==> src/rtl/sw_route_pkg.sv <==
package sw_route_pkg;
  typedef enum logic [1:0] {
    PK_MEM  = 2'd0,
    PK_IO   = 2'd1,
    PK_CPL  = 2'd2,
    PK_RSVD = 2'd3
  } pkt_kind_e;
endpackage

==> src/rtl/sw_rng_cmp.sv <==
// Inclusive range test; a reversed range never matches.
module sw_rng_cmp #(
  parameter int W = 12
) (
  input  logic [W-1:0] lo,
  input  logic [W-1:0] hi,
  input  logic [W-1:0] val,
  output logic         hit
);
  always_comb begin
    hit = (lo <= hi) && (val >= lo) && (val <= hi);
  end
endmodule

==> src/rtl/sw_first_hit.sv <==
// Lowest-index selection among matching bridges.
module sw_first_hit #(
  parameter int N = 4
) (
  input  logic [N-1:0] req,
  output logic [N-1:0] pick,
  output logic         any
);
  always_comb begin
    pick = '0;
    any  = 1'b0;
    for (int i = 0; i < N; i++) begin
      if (req[i] && !any) begin
        pick[i] = 1'b1;
        any     = 1'b1;
      end
    end
  end
endmodule

==> src/rtl/sw_route_dec.sv <==
module sw_route_dec
  import sw_route_pkg::*;
#(
  parameter int NUM_DN      = 4,
  parameter int ADDR_W      = 32,
  parameter int BUS_W       = 8,
  parameter int MEM_GRAN_LG = 20,
  parameter int IO_GRAN_LG  = 12
) (
  input  logic                                   clk,
  input  logic                                   rst_n,
  input  logic                                   in_vld,
  input  logic [1:0]                             in_kind,
  input  logic [ADDR_W-IO_GRAN_LG-1:0]           in_addr_hi,
  input  logic [BUS_W-1:0]                       in_bus,
  input  logic [ADDR_W-MEM_GRAN_LG-1:0]          up_mem_lo,
  input  logic [ADDR_W-MEM_GRAN_LG-1:0]          up_mem_hi,
  input  logic [ADDR_W-IO_GRAN_LG-1:0]           up_io_lo,
  input  logic [ADDR_W-IO_GRAN_LG-1:0]           up_io_hi,
  input  logic [NUM_DN*(ADDR_W-MEM_GRAN_LG)-1:0] dn_mem_lo,
  input  logic [NUM_DN*(ADDR_W-MEM_GRAN_LG)-1:0] dn_mem_hi,
  input  logic [NUM_DN*(ADDR_W-IO_GRAN_LG)-1:0]  dn_io_lo,
  input  logic [NUM_DN*(ADDR_W-IO_GRAN_LG)-1:0]  dn_io_hi,
  input  logic [NUM_DN*BUS_W-1:0]                dn_bus_lo,
  input  logic [NUM_DN*BUS_W-1:0]                dn_bus_hi,
  output logic                                   out_vld,
  output logic [NUM_DN:0]                        out_port,
  output logic                                   out_ur
);
  localparam int MW    = ADDR_W - MEM_GRAN_LG;
  localparam int IW    = ADDR_W - IO_GRAN_LG;
  localparam int SHIFT = MEM_GRAN_LG - IO_GRAN_LG;

  pkt_kind_e          kind;
  logic [MW-1:0]      mem_key;
  logic [IW-1:0]      io_key;
  logic               up_mem_hit, up_io_hit;
  logic [NUM_DN-1:0]  mem_hit, io_hit, bus_hit, sel_hit, pick;
  logic               pick_any;
  logic [NUM_DN:0]    dec_port, port_d, port_q;
  logic               dec_ur, ur_d, ur_q, vld_q, en;

  always_comb begin
    kind    = pkt_kind_e'(in_kind);
    io_key  = in_addr_hi;
    mem_key = in_addr_hi[IW-1:SHIFT];
  end

  sw_rng_cmp #(.W(MW)) u_up_mem (
    .lo(up_mem_lo), .hi(up_mem_hi), .val(mem_key), .hit(up_mem_hit));
  sw_rng_cmp #(.W(IW)) u_up_io (
    .lo(up_io_lo), .hi(up_io_hi), .val(io_key), .hit(up_io_hit));

  for (genvar g = 0; g < NUM_DN; g++) begin : g_dn
    sw_rng_cmp #(.W(MW)) u_mem (
      .lo(dn_mem_lo[g*MW +: MW]), .hi(dn_mem_hi[g*MW +: MW]),
      .val(mem_key), .hit(mem_hit[g]));
    sw_rng_cmp #(.W(IW)) u_io (
      .lo(dn_io_lo[g*IW +: IW]), .hi(dn_io_hi[g*IW +: IW]),
      .val(io_key), .hit(io_hit[g]));
    sw_rng_cmp #(.W(BUS_W)) u_bus (
      .lo(dn_bus_lo[g*BUS_W +: BUS_W]), .hi(dn_bus_hi[g*BUS_W +: BUS_W]),
      .val(in_bus), .hit(bus_hit[g]));
  end

  always_comb begin
    unique case (kind)
      PK_MEM:  sel_hit = mem_hit;
      PK_IO:   sel_hit = io_hit;
      PK_CPL:  sel_hit = bus_hit;
      default: sel_hit = '0;
    endcase
  end

  sw_first_hit #(.N(NUM_DN)) u_pick (
    .req(sel_hit), .pick(pick), .any(pick_any));

  // Destination decode
  always_comb begin
    dec_port = '0;
    dec_ur   = 1'b0;
    unique case (kind)
      PK_MEM, PK_IO: begin
        if (!((kind == PK_MEM) ? up_mem_hit : up_io_hit)) dec_port[0] = 1'b1;
        else if (pick_any)                                dec_port[NUM_DN:1] = pick;
        else                                              dec_ur = 1'b1;
      end
      PK_CPL: begin
        if (pick_any) dec_port[NUM_DN:1] = pick;
        else          dec_port[0] = 1'b1;
      end
      default: dec_ur = 1'b1;
    endcase
  end

  // Next state
  always_comb begin
    en     = in_vld | vld_q;
    port_d = in_vld ? dec_port : '0;
    ur_d   = in_vld & dec_ur;
  end

  // Register stage; rst_n arrives already synchronised
  always_ff @(posedge clk or negedge rst_n) begin
    if (!rst_n) begin
      vld_q  <= 1'b0;
      port_q <= '0;
      ur_q   <= 1'b0;
    end else begin
      vld_q <= in_vld;
      if (en) begin
        port_q <= port_d;
        ur_q   <= ur_d;
      end
    end
  end

  assign out_vld  = vld_q;
  assign out_port = port_q;
  assign out_ur   = ur_q;

  p_outside_up_r3: assert property (@(posedge clk) disable iff (!rst_n)
    in_vld && ((kind == PK_MEM && !up_mem_hit) || (kind == PK_IO && !up_io_hit))
    |=> out_port[0] && !out_ur);

  p_cpl_no_ur_r5: assert property (@(posedge clk) disable iff (!rst_n)
    in_vld && kind == PK_CPL |=> out_vld && !out_ur);

  p_rsvd_ur_r8: assert property (@(posedge clk) disable iff (!rst_n)
    in_vld && kind == PK_RSVD |=> out_ur && out_port == '0);

  p_latency_r9: assert property (@(posedge clk) disable iff (!rst_n)
    in_vld |=> out_vld);

  p_exclusive_r9: assert property (@(posedge clk) disable iff (!rst_n)
    out_vld |-> $countones({out_port, out_ur}) == 1);

  p_idle_zero_r9: assert property (@(posedge clk) disable iff (!rst_n)
    !out_vld |-> (out_port == '0 && !out_ur));

  p_prio_r7: assert property (@(posedge clk) disable iff (!rst_n)
    in_vld && kind == PK_CPL && bus_hit[0] |=> out_port[1]);
endmodule

==> config.mk <==
export PLATFORM = sky130hd
export DESIGN_NAME = sw_route_dec
export DESIGN_NICKNAME = d
export VERILOG_FILES = /design/src/rtl/sw_route_pkg.sv /design/src/rtl/sw_rng_cmp.sv /design/src/rtl/sw_first_hit.sv /design/src/rtl/sw_route_dec.sv
export SDC_FILE = /design/constraint.sdc
export NUM_CORES = 1
export LEC_CHECK = 0
export ABC_CLOCK_PERIOD_IN_PS = 1300
export CORE_MARGIN = 10
export CORE_UTILIZATION = 35
export DETAILED_ROUTE_END_ITERATION = 7
export DONT_BUFFER_PORTS = 1
export SYNTH_ARGS = -nofsm -noshare
export SYNTH_HDL_FRONTEND = slang
export SYNTH_SLANG_ARGS = --single-unit
==> constraint.sdc <==
create_clock -name clk -period 1.3 [get_ports clk]
set_input_delay 0.325 -clock clk [delete_from_list [all_inputs] [get_ports clk]]
set_output_delay 0.325 -clock clk [all_outputs]
set_load 0.02 [all_outputs]
* Word-level counts from Yosys, hierarchy flattened *
Cells that the tools add are included.

cells by class
  equality and inequality tests = 2
  multiplexer cells = 17
  reductions and logical operators = 36
  bitwise gates (word level) = 2
  magnitude comparators = 42

operators with widths
  cell                                                             number
  20-bit less-or-equal comparator                                  10
  12-bit less-or-equal comparator                                  10
  20-bit >= comparator                                             5
  8-bit less-or-equal comparator                                   8
  12-bit >= comparator                                             5
  8-bit >= comparator                                              4
  1-bit logical AND                                                31
  4-bit one-hot mux with 3 select lines                            1
  1-bit 2-to-1 mux                                                 11
  5-bit one-hot mux with 2 select lines                            1
  4-bit 2-to-1 mux                                                 2
  5-bit 2-to-1 mux                                                 1
  1-bit logical NOT                                                3
  2-bit by 1-bit == test with 1-bit output, second input constant  1
  2-bit == test, second input constant                             1
  2-bit logical NOT                                                1
  1-bit one-hot mux with 2 select lines                            1
  2-bit OR reduction                                               1
  1-bit AND                                                        1
  1-bit bitwise OR                                                 1

storage, ports and cells
  output and inout bits = 7
  bits in registers = 7

* Longest topological paths before layout *
  word-level depth = 18
  mapped depth = 11
  gate-level depth less buffers = 11

* Hierarchy *
From an unflattened synthesis, not the netlist that was laid out.

unflattened totals
  cells, all modules = 1840
  area, all modules = 14283.7 um^2

modules (own cells, without submodules)
  module                          times used  cells an instance  area each (um^2)
  sw_rng_cmp (g_dn[0].u_io ...)   5           184                1427.6
  sw_rng_cmp (g_dn[0].u_mem ...)  5           114                879.6
  sw_rng_cmp (g_dn[0].u_bus ...)  4           76                 575.6
  sw_route_dec                    1           41                 407.9
  sw_first_hit                    1           5                  37.5

* Worst setup path before layout *
OpenSTA, ideal clock, no wires.

  path type = input port to flip-flop
  start point = input port in_addr_hi[0]
  end point = register ur_q, in the netlist out_ur
  buffers on the path = 0
  stages = 11
  arrival time = 2586 ps
  setup time = 66 ps
  slack = -1352 ps
  path through = inv_1 > ha_1 > nand2b_4 > a2111oi_4 > a2111oi_1 > a2111oi_1 > o21a_1 > o41ai_1 > a221o_1 > nor4_2 > a31o_1

between the ends
  longest elaborated chain between the ends = 18
  elaborated cells on any way between the ends = 36
  those cells by class = order compare: 10; mux: 9; bitwise: 1; reduce/logical: 16

ends and longest elaborated chain
  what                                       RTL line             text
  from (decl)                                sw_route_dec.sv:14   input logic [ADDR_W-IO_GRAN_LG-1:0] in_addr_hi,
  20-bit >= comparator                       sw_rng_cmp.sv:11     hit = (lo <= hi) && (val >= lo) && (val <= hi);
  1-bit logical AND (2 in a row)             sw_rng_cmp.sv:11
  4-bit one-hot mux with 3 select lines      sw_route_dec.sv:67   unique case (kind)
  1-bit 2-to-1 mux                           sw_first_hit.sv:13   if (req[i] && !any) begin
  1-bit logical NOT                          sw_first_hit.sv:13
  1-bit logical AND                          sw_first_hit.sv:13
  1-bit 2-to-1 mux                           sw_first_hit.sv:13
  1-bit logical NOT                          sw_first_hit.sv:13
  1-bit logical AND                          sw_first_hit.sv:13
  1-bit 2-to-1 mux                           sw_first_hit.sv:13
  1-bit logical NOT                          sw_first_hit.sv:13
  1-bit logical AND                          sw_first_hit.sv:13
  1-bit 2-to-1 mux                           sw_first_hit.sv:13
  1-bit 2-to-1 mux                           sw_route_dec.sv:85   else if (pick_any) dec_port[NUM_DN:1] = pick;
  1-bit 2-to-1 mux (*)                       sw_route_dec.sv:84   if (!((kind == PK_MEM) ? up_mem_hit : up_io_hit)) dec_port[0] = 1'b1;
  1-bit one-hot mux with 2 select lines (*)  sw_route_dec.sv:82   unique case (kind)
  1-bit AND (*)                              sw_route_dec.sv:100  ur_d = in_vld & dec_ur;
  to (signal assigned)                       sw_route_dec.sv:113  ur_q <= ur_d;
  to (decl)                                  sw_route_dec.sv:41   logic dec_ur, ur_d, ur_q, vld_q, en;

Mark *: on every way between the ends. The rest lies on a longest branch, timed or not.
A chain may end at the register's enable or synchronous reset.

* Worst setup path in the final report *
  start point = input port in_addr_hi[8]
  end point = register port_q[0], in the netlist out_port[0]

between the ends
  longest elaborated chain between the ends = 17
  elaborated cells on any way between the ends = 56
  those cells by class = order compare: 20; mux: 10; reduce/logical: 26

ends and longest elaborated chain
  what                                                                 RTL line             text
  20-bit >= comparator / 12-bit >= comparator (equally long branches)  sw_rng_cmp.sv:11
  1-bit logical AND (2 in a row)                                       sw_rng_cmp.sv:11
  4-bit one-hot mux with 3 select lines                                sw_route_dec.sv:67
  1-bit 2-to-1 mux                                                     sw_first_hit.sv:13
  1-bit logical NOT                                                    sw_first_hit.sv:13
  1-bit logical AND                                                    sw_first_hit.sv:13
  1-bit 2-to-1 mux                                                     sw_first_hit.sv:13
  1-bit logical NOT                                                    sw_first_hit.sv:13
  1-bit logical AND                                                    sw_first_hit.sv:13
  1-bit 2-to-1 mux                                                     sw_first_hit.sv:13
  1-bit logical NOT                                                    sw_first_hit.sv:13
  1-bit logical AND                                                    sw_first_hit.sv:13
  1-bit 2-to-1 mux                                                     sw_first_hit.sv:13
  1-bit 2-to-1 mux                                                     sw_route_dec.sv:89   if (pick_any) dec_port[NUM_DN:1] = pick;
  5-bit one-hot mux with 2 select lines (*)                            sw_route_dec.sv:82
  5-bit 2-to-1 mux (*)                                                 sw_route_dec.sv:99   port_d = in_vld ? dec_port : '0;
  to (signal assigned)                                                 sw_route_dec.sv:112  port_q <= port_d;
  to (decl)                                                            sw_route_dec.sv:40   logic [NUM_DN:0] dec_port, port_d, port_q;

Marked as above.

==> results_dict.tcl <==
set metrics [dict create \
    final_common_cell "ha_1" \
    worst_pin_slew_ns 0.509 \
    viasPerCell 5.56 \
    synth_edf_count 0 \
    io_pins 424 \
    swShare 0.460 \
    layout_common_cells "ha_1, inv_1, a21oi_1" \
    numCtsBuffers 3 \
    crit_path_start_kind "input port" \
    antenna_left 0 \
    first_global_vias 14360 \
    numPortBuffers 0 \
    die_w_um 219 \
    rows 72 \
    pwr-share-comb 0.860 \
    p_leak_nw 9.26 \
    arrival_ns 2.76 \
    cp_max_fo 11 \
    core_region_area_sq_um 38900 \
    rsz0062_at_grt "yes" \
    avgSynthCellArea_sq_um 7.63 \
    first_pass_iters 7 \
    cts_sinks 7 \
    cts_root_buf "clkbuf_16" \
    pwr-share-seq 0.046 \
    p_switching_mw 2.50 \
    fin_skew_ns 0.000513 \
    final_layout_size_suffix_gt1_frac 0.113 \
    violations "design-rule violations, negative setup slack" \
    die_h_um 219 \
    finalMaxSlewViolations 0 \
    drt-total-wl_mm 54.0 \
    drcViolationCount 1 \
    finalCritPeriodShare 2.00 \
    cap_violations 0 \
    clkPwrFrac 0.094 \
    path_class "in2reg" \
    hpwl_mm 47.3 \
    grt_usage 0.214 \
    clkTransAtPathRegs_ns 0.03 \
    yosys.area.top_type_share 0.521 \
    dieArea_sq_um 47900 \
    relSlewSlack 0.652 \
    place.gp.congestion 0.925 \
    power.density_nw_per_um2 336 \
    worstHoldPathType "in2reg" \
    dp_cells 2499 \
    cts_tree "done" \
    dpl_worst_slack_ns -2.12 \
    synth_seq_cells 7 \
    grt_start_max_net_pins 21 \
    num_vias 13952 \
    async_flop_share 1.00 \
    htreeDepth 1 \
    ys_seq_area_frac 0.0127 \
    wl_per_cell_um 21.5 \
    fin_crit_ns 2.60 \
    status "complete, but fails checks" \
    grt_pass1_wl_mm 80.6 \
    stdcell_count 2511 \
    grt_antenna_before_repair 2 \
    maxClockFrequency_mhz 385 \
    cp-end-kind "flip-flop" \
    ctsLongestPathBuffers 2 \
    intPower_mw 2.94 \
    setup_tns_ns -7.38 \
    finalPower_mw 5.45 \
    synth_area_leaders "ha_1, inv_1, a21oi_1, nand4_1, a21o_1" \
    syn_inst 1813 \
    nets 2985 \
    netlist_area_sq_um 13800 \
    setup_viol 6 \
    grt_remaining_overflow 0 \
    finalWorstSetupSlack_ns -1.30 \
    synthFlopType "dfrtp_1" \
    initial_utilization 0.356 \
    hold_violations 0 \
    synth_warnings 0 \
    first_iter_violations 666 \
    yosysTopAreaCell "ha_1" \
    ys_types 59 \
    ir_drop_mv 0.365 \
    critPathRequiredTime_ns 1.46 \
    syn_to_final_growth_pct 17.2 \
    synth.net_count 2806 \
    insertion_delay_ns 0.23 \
]
power groups by stage:
| stage | combinational (mW) | clock [mW] | sequential, mW |
|---|---|---|---|
| after floorplan | 3.03 | 0 | 0.258 |
| after global placement | 4.25 | 0 | 0.254 |
| after detailed placement | 4.46 | 0 | 0.254 |
| after CTS | 4.65 | 0.523 | 0.251 |
| after global routing | 5.43 | 0.533 | 0.252 |
| final | 4.69 | 0.512 | 0.251 |
cells in the mapped netlist (3+ instances only):
| library cell | number |
|---|---|
| a22o_1 | 3 |
| nor3_1 | 19 |
| and2_1 | 3 |
| o21bai_1 | 3 |
| a2111oi_0 | 15 |
| nor2b_1 | 31 |
| a221o_1 | 5 |
| a221oi_1 | 8 |
| a21oi_1 | 186 |
| nor4_1 | 5 |
| o221ai_1 | 3 |
| and4_1 | 11 |
| o211ai_1 | 21 |
| nand2b_1 | 21 |
| o2111ai_1 | 8 |
| inv_1 | 388 |
| o21ai_1 | 11 |
| a211oi_1 | 18 |
| o21ai_0 | 61 |
| dfrtp_1 | 7 |
| nand4_1 | 98 |
| a31oi_1 | 6 |
| nand2_1 | 79 |
| o31ai_1 | 5 |
| o21a_1 | 9 |
| o22ai_1 | 3 |
| nor2_1 | 52 |
| a211o_1 | 11 |
| ha_1 | 576 |
| nand3_1 | 36 |
| a21o_1 | 73 |
state kept, by name, summed over array words and instances, names as in the netlist:
register,flops
out_port,5
out_ur,1
out_vld,1
through the flow:
| step | area (sq um) | hold slack (ns) | utilization |
|---|---|---|---|
| 2_1_floorplan | 13900 | 0.0294 | - |
| 5_1_grt | 16200 | 0.121 | 0.417 |
| 6_report | 16200 | 0.130 | 0.417 |
| 3_3_place_gp | 15800 | 0.0305 | 0.405 |
| 3_5_place_dp | 15800 | 0.0306 | 0.405 |
| 4_1_cts | 16200 | 0.125 | 0.416 |
timing repair:
item	CTS	global route
resized for setup	47	10
buffers inserted	8	0
endpoints found under the setup margin	6	6
hold endpoints to repair	7	0
pin swaps	38	22
hold buffers	1	0
cell type report:
type / count / area (sq um)
fill: 4049 / 22700
multi-input combinational: 1418 / 12500
inverter: 388 / 1460
timing repair buffer: 174 / 1340
tap: 518 / 648
sequential: 7 / 175
clock buffer: 4 / 78.8
antenna: 2 / 5.00
cell families after synthesis:
kind of cell    after synthesis  share of synthesized area
buf+inv                     388                      0.105
mux                           1                   0.000723
compound gates              472                      0.219
simple gates                369                      0.142
fa+ha+maj                   576                      0.521
flops                         7                     0.0127
worst max-delay path: stages:
cell	delay, ns
clkinvlp_4	0.11
buf_6	0.14
ha_1	0.27
nand2b_1	0.13
a21o_1	0.17
a21o_1	0.18
a21oi_2	0.18
o2111a_1	0.28
a2111oi_4	0.08
a311o_2	0.40
nor4_4	0.30
a31o_1	0.17
metal layers:
layer,track usage,vias to the layer above,wire length [um]
li1,-,6985,-
met1,0.239,6432,21700
met2,0.383,453,25700
met3,0.0713,82,5180
met4,0.0542,0,1430
met5,0,-,0
final timing paths:
check | depth (start not counted) | from | slack, ns | endpoint
worst min register to register | 2 | out_ur | 0.61 | out_ur
min in group asynchronous | 1 | rst_n | 0.46 | out_port[1]
worst min-delay path | 0 | in_vld | 0.13 | out_vld
worst max register to register | 3 | out_vld | 0.37 | out_port[0]
max in group asynchronous | 1 | rst_n | 0.58 | out_port[0]
worst max-delay path | 12 | in_addr_hi[8] | -1.30 | out_port[0]
Power figures use the tool's default switching activity.
